File: config.mk
export PLATFORM = sky130hd
export DESIGN_NAME = stall_ram_pipe
export DESIGN_NICKNAME = d
export VERILOG_FILES = /design/src/rtl/srp_pkg.sv /design/src/rtl/srp_mem.sv /design/src/rtl/srp_stage_ctl.sv /design/src/rtl/srp_out_stage.sv /design/src/rtl/stall_ram_pipe.sv
export SDC_FILE = /design/constraint.sdc
export NUM_CORES = 1
export LEC_CHECK = 0
export BUFFER_PORTS_ARGS = -buffer_cell sky130_fd_sc_hd__buf_2
export CAP_MARGIN = 30
export CORE_ASPECT_RATIO = 0.9
export CORE_UTILIZATION = 55
export DETAILED_ROUTE_END_ITERATION = 8
export GPL_TIMING_DRIVEN = 1
export PLACE_DENSITY_LB_ADDON = 0.08
export SYNTH_ARGS = -nofsm -noshare
export SYNTH_HDL_FRONTEND = slang
export SYNTH_HIERARCHICAL = 1
export SYNTH_SLANG_ARGS = --single-unit
File: constraint.sdc
create_clock -name clk -period 3 [get_ports clk]
set_input_delay 0.15 -clock clk [delete_from_list [all_inputs] [get_ports clk]]
set_output_delay 0.15 -clock clk [all_outputs]
set_load 0.01 [all_outputs]
File: src/rtl/srp_pkg.sv
package srp_pkg;

    // A pipeline slot may take a new entry when it is empty or its content leaves.
    function automatic logic slot_advance(input logic occupied, input logic downstream_ready);
        return !occupied || downstream_ready;
    endfunction

endpackage

File: src/rtl/srp_mem.sv
module srp_mem #(
    parameter int DATA_W = 16,
    parameter int ADDR_W = 6
) (
    input  logic              clk,
    input  logic              wr_en,
    input  logic [ADDR_W-1:0] wr_addr,
    input  logic [DATA_W-1:0] wr_data,
    input  logic              rd_en,
    input  logic [ADDR_W-1:0] rd_addr,
    output logic [DATA_W-1:0] rd_data
);
    localparam int DEPTH = 1 << ADDR_W;

    logic [DATA_W-1:0] cells [DEPTH];
    logic [DATA_W-1:0] rd_data_d, rd_data_q;

    // Read register loads only under its enable; otherwise it holds.
    always_comb begin
        rd_data_d = rd_data_q;
        if (rd_en) rd_data_d = cells[rd_addr];
    end

    // Nonblocking update gives read-before-write on an address collision.
    always_ff @(posedge clk) begin
        rd_data_q <= rd_data_d;
        if (wr_en) cells[wr_addr] <= wr_data;
    end

    assign rd_data = rd_data_q;
endmodule

File: src/rtl/srp_stage_ctl.sv
module srp_stage_ctl
    import srp_pkg::*;
(
    input  logic clk,
    input  logic rst,
    input  logic fill,
    input  logic down_ready,
    output logic advance,
    output logic occupied
);
    typedef struct packed {
        logic occ;
    } ctl_t;

    ctl_t ctl_d, ctl_q;

    always_comb begin
        ctl_d   = ctl_q;
        advance = slot_advance(ctl_q.occ, down_ready);
        if (advance) ctl_d.occ = fill;
    end

    always_ff @(posedge clk) begin
        if (rst) ctl_q <= '0;
        else     ctl_q <= ctl_d;
    end

    assign occupied = ctl_q.occ;
endmodule

File: src/rtl/srp_out_stage.sv
module srp_out_stage #(
    parameter int DATA_W = 16
) (
    input  logic              clk,
    input  logic              en,
    input  logic [DATA_W-1:0] d,
    output logic [DATA_W-1:0] q
);
    logic [DATA_W-1:0] data_d, data_q;

    always_comb begin
        data_d = data_q;
        if (en) data_d = d;
    end

    always_ff @(posedge clk) begin
        data_q <= data_d;
    end

    assign q = data_q;
endmodule

File: src/rtl/stall_ram_pipe.sv
module stall_ram_pipe #(
    parameter int DATA_W  = 16,
    parameter int ADDR_W  = 6,
    parameter int OUT_REG = 0
) (
    input  logic              clk,
    input  logic              rst,
    input  logic              wr_en,
    input  logic [ADDR_W-1:0] wr_addr,
    input  logic [DATA_W-1:0] wr_data,
    input  logic              rd_valid,
    input  logic [ADDR_W-1:0] rd_addr,
    output logic              rd_ready,
    output logic              out_valid,
    output logic [DATA_W-1:0] out_data,
    input  logic              out_ready
);
    logic              s1_adv;
    logic              s1_occ;
    logic              s1_down_rdy;
    logic              mem_rd_en;
    logic [DATA_W-1:0] mem_rd_data;

    // Read only when an address is actually taken; never during reset.
    assign mem_rd_en = s1_adv && rd_valid && !rst;
    assign rd_ready  = s1_adv;

    srp_mem #(.DATA_W(DATA_W), .ADDR_W(ADDR_W)) u_mem (
        .clk     (clk),
        .wr_en   (wr_en),
        .wr_addr (wr_addr),
        .wr_data (wr_data),
        .rd_en   (mem_rd_en),
        .rd_addr (rd_addr),
        .rd_data (mem_rd_data)
    );

    srp_stage_ctl u_s1 (
        .clk        (clk),
        .rst        (rst),
        .fill       (rd_valid),
        .down_ready (s1_down_rdy),
        .advance    (s1_adv),
        .occupied   (s1_occ)
    );

    generate
        if (OUT_REG != 0) begin : g_reg
            logic              s2_adv;
            logic              s2_occ;
            logic              s2_en;
            logic [DATA_W-1:0] s2_data;

            // Second enable: load only when a word moves forward.
            assign s2_en = s2_adv && s1_occ && !rst;

            srp_stage_ctl u_s2 (
                .clk        (clk),
                .rst        (rst),
                .fill       (s1_occ),
                .down_ready (out_ready),
                .advance    (s2_adv),
                .occupied   (s2_occ)
            );

            srp_out_stage #(.DATA_W(DATA_W)) u_s2_data (
                .clk (clk),
                .en  (s2_en),
                .d   (mem_rd_data),
                .q   (s2_data)
            );

            assign s1_down_rdy = s2_adv;
            assign out_valid   = s2_occ;
            assign out_data    = s2_data;
        end else begin : g_direct
            assign s1_down_rdy = out_ready;
            assign out_valid   = s1_occ;
            assign out_data    = mem_rd_data;
        end
    endgenerate
endmodule

==> reports/metrics.yaml, run 1 <==
power:
  pwr_density_cell_mw_per_mm2: 654.7
  internal_power_uw: 23850
  seqPwrFrac: 0.539
  switching_power_uw: 6139
  peakVddDrop_v: 0.0004623
  share_comb_of_total_power: 0.053
  p_leak_uw: 0.01473
  power.total_uw: 29990
  power_frac_clock: 0.409
  switching_share: 0.2047
grt:
  grt_pass1_vias: 19230
  gr-usage-met1: 0.3786
  met3_usage: 0.04613
  grt_max_degree: 65
  top_usage_layer: "met2"
  gr-total-overflow: 0
  grt_antenna_before_repair: 7
  gr-usage-all-layers: 0.2615
  met2_usage: 0.4159
  grt_pass1_wl_um: 136200
clock_network:
  cts_tree: "done"
  clk_path_buf_depth: 3
  root_buffer: "clkbuf_16"
  cts-buffers-inserted: 99
  cts_sinks: 1041
  insertion_delay_ns: 0.65
  clk_pin_slew_worst_paths_ns: 0.06
  postCtsSetupRepairBufs: 0
  htreeDepth: 3
cells_and_area:
  final_cell_count_no_fill: 3083
  final_cell_mix: "1,040 x edfxtp_1, 220 x mux4_2, 145 x buf_4"
  final_common_cell: "edfxtp_1"
  nets: 2092
  syn_to_final_growth_pct: 13.79
  drive_gt1_frac: 0.2866
  fillers: 4853
  fin_util: 0.6360
sta:
  rsz0062_at_grt: "no"
  max-slew-margin-rel: 0.3083
  clock_skew_ns: 0.01543
  fmax_ghz: 0.4173
  fin_crit_sh: 0.7988
  final-setup-viol-count: 0
  worst_pin_slew_ns: 1.035
  hold_viol: 0
  drv_slew: 0
  period_needed_ns: 2.396
  final.setup.tns_ns: 0
worst_setup_path:
  cpPeakStageDelay_ns: 0.61
  crit_family: "compound AO/OA/AOI/OAI gates"
  cp_slowest_cell: "a31oi_1"
  required_ns: 3.38
  end_kind: "flip-flop"
  timing.critical_path.buf_inv: 1
  startpoint_type: "flip-flop"
  crit_fanout: 1
  crit_type: "reg -> reg"
  worstPathCellList: "mux4_2, mux2i_1, a22oi_1, a31oi_1, buf_4, a311oi_1"
  arrival_ns: 2.77
placed_design:
  gp_congestion: 0.8363
  port_buffers: 50
  dp_hpwl_um: 58440
  place_inst: 2898
detailed_routing:
  dr.pass1.iters: 8
  vias: 19520
  drc: 0
  wl_per_cell_um: 30.85
  wirelength_um: 95110
  avgViaCountPerCell: 6.332
  postRouteAntennaNets: 0
  drtIter0Drc: 2017
synthesis:
  ys.flop_type: "edfxtp_1"
  synth_edf_count: 1040
  synth_warnings: 6
  synth_cells: 1834
  syn_area_per_cell_um2: 21.95
  synth_cell_type_count: 47
  synth_nets: 1867
  syn_area_mm2: 0.04026
  synth-async-reset-ratio: 0
  synth_seq_cells: 1041
  seq_area_frac_synth: 0.7763
die:
  dieArea_mm2: 0.07428
  dieHeight_um: 258.7
  pin_count: 51
  initial_core_util: 0.5589
  core_mm2: 0.07203
  die_w_um: 287.2
  num_rows: 93
run:
  drv_cap: 0
outcome:
  status: "finished, final reports clean"
worst_hold_path:
  hold_class: "in -> reg"
==> per-stage QoR <==
| step | hold WS [ns] | setup slack (ns) | area (um2) |
|---|---|---|---|
| finish | 0.02510 | 0.6037 | 45810 |
| global route | 0.01890 | 0.5486 | 45810 |
| CTS | 0.01108 | 0.5896 | 45800 |
| detailed placement | 0.3286 | 0.05278 | 42550 |
| global placement | 0.3203 | 0.04104 | 42430 |
| floorplan | 0.2124 | 0.8152 | 40260 |
==> cells in the mapped netlist, drive strengths merged (12+ instances only) <==
| master | number | share of area |
|---|---|---|
| nor2 | 74 | 0.0070 |
| buf | 77 | 0.016 |
| mux2 | 27 | 0.0076 |
| nand3 | 24 | 0.0030 |
| nor2b | 30 | 0.0047 |
| mux4 | 224 | 0.13 |
| mux2i | 85 | 0.021 |
| a21oi | 18 | 0.0023 |
| edfxtp | 1040 | 0.78 |
| nand2 | 60 | 0.0058 |
| a22oi | 39 | 0.0073 |
| clkbuf | 27 | 0.0027 |
| a221oi | 16 | 0.0035 |
| nand4 | 12 | 0.0019 |
==> area by class of cell <==
type / instances / area [um2] / share of cell area
Clock buffer: 136 / 2741 / 0.05984
Antenna cell: 1 / 2.502 / 0.00005463
Timing Repair Buffer: 228 / 1924 / 0.04201
Inverter: 1 / 3.754 / 0.00008194
Sequential cell: 1041 / 31250 / 0.6822
Tap cell: 950 / 1189 / 0.02595
Clock inverter: 38 / 416.7 / 0.009095
Multi-Input combinational cell: 688 / 8283 / 0.1808
==> worst reg2reg max path: stages (launching register included) <==
cell      delay [ns]
edfxtp_1        0.36
mux4_2          0.47
mux2i_1         0.23
a22oi_1         0.20
a31oi_1         0.61
buf_4           0.22
a311oi_1        0.04
==> logic make-up after synthesis <==
kind of cell / count (synthesis) / synth area share
AOI/OAI and AO/OA: 130 / 0.02418
buffers and inverters: 105 / 0.01831
DFF: 1041 / 0.7763
muxes: 336 / 0.1544
and+or+nand+nor: 222 / 0.02688
==> state kept, by name, summed over array words and instances (netlist names) <==
register and cells:
u_mem/cells 1024, u_mem/rd_data 16, u_s1/occupied 1
==> layer usage <==
| layer | vias up | part of all wire |
|---|---|---|
| li1 | 8160 | - |
| met5 | - | 0.00025 |
| met1 | 10440 | 0.41 |
| met3 | 144 | 0.075 |
| met2 | 777 | 0.48 |
| met4 | 4 | 0.025 |
==> final timing paths <==
check        cells after the start  slack, ns                from            endpoint
max                              6       0.60   u_mem/cells[7][0]    u_mem/rd_data[0]
min                              1       0.03         wr_data[14]  u_mem/cells[2][14]
max reg2reg                      6       0.60   u_mem/cells[7][0]    u_mem/rd_data[0]
min reg2reg                      4       0.98  u_mem/cells[34][2]    u_mem/rd_data[2]
==> power groups by stage <==
stage / registers [uW] / clock network, uW / logic, uW
global route: 16200 / 12900 / 1660
finish: 16200 / 12300 / 1580
CTS: 16200 / 12400 / 1590
floorplan: 16500 / 0 / 840
detailed placement: 16500 / 0 / 1580
global placement: 16500 / 0 / 1540
==> what timing repair did <==
item / 4_1_cts / 5_1_grt
resized for setup: 0 / 0
endpoints found under the hold margin: 67 / 4
hold buffers: 9 / 1
(Power assumes the default switching activity.)
==> run 2: changes to the inputs <==
==> constraint.sdc (replaced) <==
create_clock -name clk -period 2 [get_ports clk]
set_input_delay 0.1 -clock clk [delete_from_list [all_inputs] [get_ports clk]]
set_output_delay 0.1 -clock clk [all_outputs]
set_load 0.01 [all_outputs]
==> run 2 against run 1 <==
Effect of this change: final area is 4.1% higher; core utilization is 2.6 points higher; cell count is 3.8% higher; non-clock buffer count is 112 higher; critical path type unchanged; critical endpoint is now u_mem/rd_data[10].
==> reports/metrics.yaml, run 2 (synthesis gave the netlist of run 1 again) <==
grt:
  grt_antenna_before_repair: 4  # -3
  gr-total-overflow: 0  # unchanged
  grt_pass1_wl_um: 142300  # +4.4%
  grt_pass1_vias: 20110  # +4.6%
  grt_max_degree: 65  # unchanged
  gr-usage-all-layers: 0.2706  # +0.009167
placed_design:
  place_inst: 3011  # +3.9%
  gp_congestion: 0.8368  # about the same
  place_area_mm2: 0.04393  # +3.3%
  port_buffers: 50  # unchanged
  dp_hpwl_um: 60990  # +4.4%
sta:
  hold_viol: 0  # unchanged
  final-setup-viol-count: 0  # unchanged
  worst_pin_slew_ns: 0.9255  # -0.1100 ns
  clock_skew_ns: 0.01986  # +0.004423 ns
  rsz0062_at_grt: "yes"
  drv_slew: 0  # unchanged
  period_needed_ns: 1.991  # -0.4049 ns
  fmax_ghz: 0.5022  # +20%
  max-slew-margin-rel: 0.3830  # +0.07473
  fin_crit_sh: 0.9957  # +0.1969
worst_setup_path:
  timing.rr.start: "u_mem/cells[23][10]"
  crit_fanout: 1  # unchanged
  crit_type: "reg -> reg"
  r2r_cells: 5  # -1
  worstPathCellList: "mux4_2, mux2_4, nand2_4, nand4_1, and4_4"
  end_kind: "flip-flop"
  cpPeakStageDelay_ns: 0.49  # -0.12 ns
  cp_slowest_cell: "mux4_2"
  required_ns: 2.41  # -0.97 ns
  regToRegSetupSlack_ns: 0.009  # -0.60 ns
  rr_endpoint: "u_mem/rd_data[10]"
  arrival_ns: 2.40  # -0.37 ns
  startpoint_type: "flip-flop"
die:
  num_rows: 93  # unchanged
  initial_core_util: 0.5589  # unchanged
  die_w_um: 287.2  # unchanged
  dieArea_mm2: 0.07428  # unchanged
  core_mm2: 0.07203  # unchanged
  pin_count: 51  # unchanged
  dieHeight_um: 258.7  # unchanged
detailed_routing:
  drtIter0Drc: 2078  # +3.0%
  drc: 0  # unchanged
  wl_per_cell_um: 30.58  # -0.86%
  vias: 19980  # +2.3%
  avgViaCountPerCell: 6.241  # -1.4%
  dr.pass1.iters: 5  # -3
  wirelength_um: 97890  # +2.9%
  postRouteAntennaNets: 0  # unchanged
clock_network:
  clk_path_buf_depth: 3  # unchanged
  htreeDepth: 3  # unchanged
  insertion_delay_ns: 0.66  # about the same
  postCtsSetupRepairBufs: 0  # unchanged
  root_buffer: "clkbuf_16"
  cts-buffers-inserted: 100  # +1.0%
  cts_sinks: 1041  # unchanged
  cts_tree: "done"
  clk_pin_slew_worst_paths_ns: 0.06  # about the same
worst_hold_path:
  min_path_cells: 1  # unchanged
  holdPathEnd: "u_mem/cells[6][2]"
  worstHoldStart: "wr_data[2]"
  hold_class: "in -> reg"
cells_and_area:
  largest_register_ffs: 1024  # unchanged
  drive_gt1_frac: 0.3418  # +0.05519
  final_common_cell: "edfxtp_1"
  final_cell_count_no_fill: 3201  # +3.8%
  syn_to_final_growth_pct: 18.44
  postLayoutCellArea_mm2: 0.04768  # +4.1%
  nets: 2205  # +5.4%
  fillers: 4644  # -4.3%
  final_cell_mix: "1,040 x edfxtp_1, 220 x mux4_2, 210 x buf_4"
  regMostFlops: "u_mem/cells"
outcome:
  status: "finished, final reports clean"
run:
  drv_cap: 0  # unchanged
power:
  p_leak_uw: 0.01558  # +5.8%
  pwr_density_cell_mw_per_mm2: 976.8  # +49%
  peakVddDrop_v: 0.001004  # +120%
[run 2: timing repair]
item | in CTS | in global routing
gates resized for setup | 24 | 20
hold buffers | 12 | 0
endpoints found under the hold margin | 438 | 0
pin swaps | 7 | 11
setup endpoints to repair | 7 | 10
[run 2: how the worst max path moves through the flow]
stage / start / to / slack, ns / depth (start not counted)
4_1_cts: u_mem/cells[23][10] / u_mem/rd_data[10] / -0.009 / 5
2_1_floorplan: wr_addr[5] / u_mem/cells[39][0] / -0.06 / 4
3_5_place_dp: rd_addr[0] / u_mem/rd_data[3] / -0.53 / 10
3_3_place_gp: rd_addr[0] / u_mem/rd_data[3] / -0.58 / 9
5_1_grt: u_mem/cells[23][15] / u_mem/rd_data[15] / -0.009 / 6
6_report: u_mem/cells[23][10] / u_mem/rd_data[10] / 0.009 / 5
[run 2: final cells by class]
type | instances | area, um2 | share of cell area
sequential | 1041 | 31250 | 0.6554
multi-input combinational | 688 | 8518 | 0.1787
clock inverter | 65 | 819.5 | 0.01719
antenna | 1 | 2.502 | 0.00005248
inverter | 1 | 3.754 | 0.00007873
tap | 950 | 1189 | 0.02493
clock buffer | 115 | 2580 | 0.05411
timing repair buffer | 340 | 3317 | 0.06957
[run 2: per-stage QoR]
step	total power (uW)	worst slack, ns	hold WS (ns)	utilization	TNS, ns
2_1_floorplan	25950	-0.05780	0.1624	-	-6.954
3_3_place_gp	27310	-0.5783	0.2717	0.6100	-5.577
3_5_place_dp	27350	-0.5292	0.2729	0.6100	-5.677
4_1_cts	46850	-0.009497	0.01113	0.6605	-0.01343
5_1_grt	47780	-0.009472	0.04208	0.6619	-0.02409
6_report	46570	0.008665	0.04281	0.6620	0
[run 2: per-layer routing]
| layer | share of wire | wire [um] | vias up | GRT usage |
|---|---|---|---|---|
| met5 | 0.00032 | 31 | - | 0 |
| met4 | 0.026 | 2586 | 4 | 0.07757 |
| met3 | 0.072 | 7033 | 150 | 0.03900 |
| met2 | 0.48 | 46780 | 772 | 0.4222 |
| met1 | 0.42 | 41470 | 10650 | 0.4042 |
| li1 | - | - | 8397 | - |
[run 2: worst max-delay path: cells and delay by family (launching register included)]
kind          cells  cell delay (ns)
flops             1             0.36
simple gates      3             0.60
mux               2             0.78
[run 2: where the power goes]
part | total [uW] | internal (uW) | switching [uW]
combinational | 2720 | 1150 | 1570
sequential | 24200 | 24200 | 58.0
clock | 19600 | 11700 | 7930
total | 46600 | 37000 | 9560
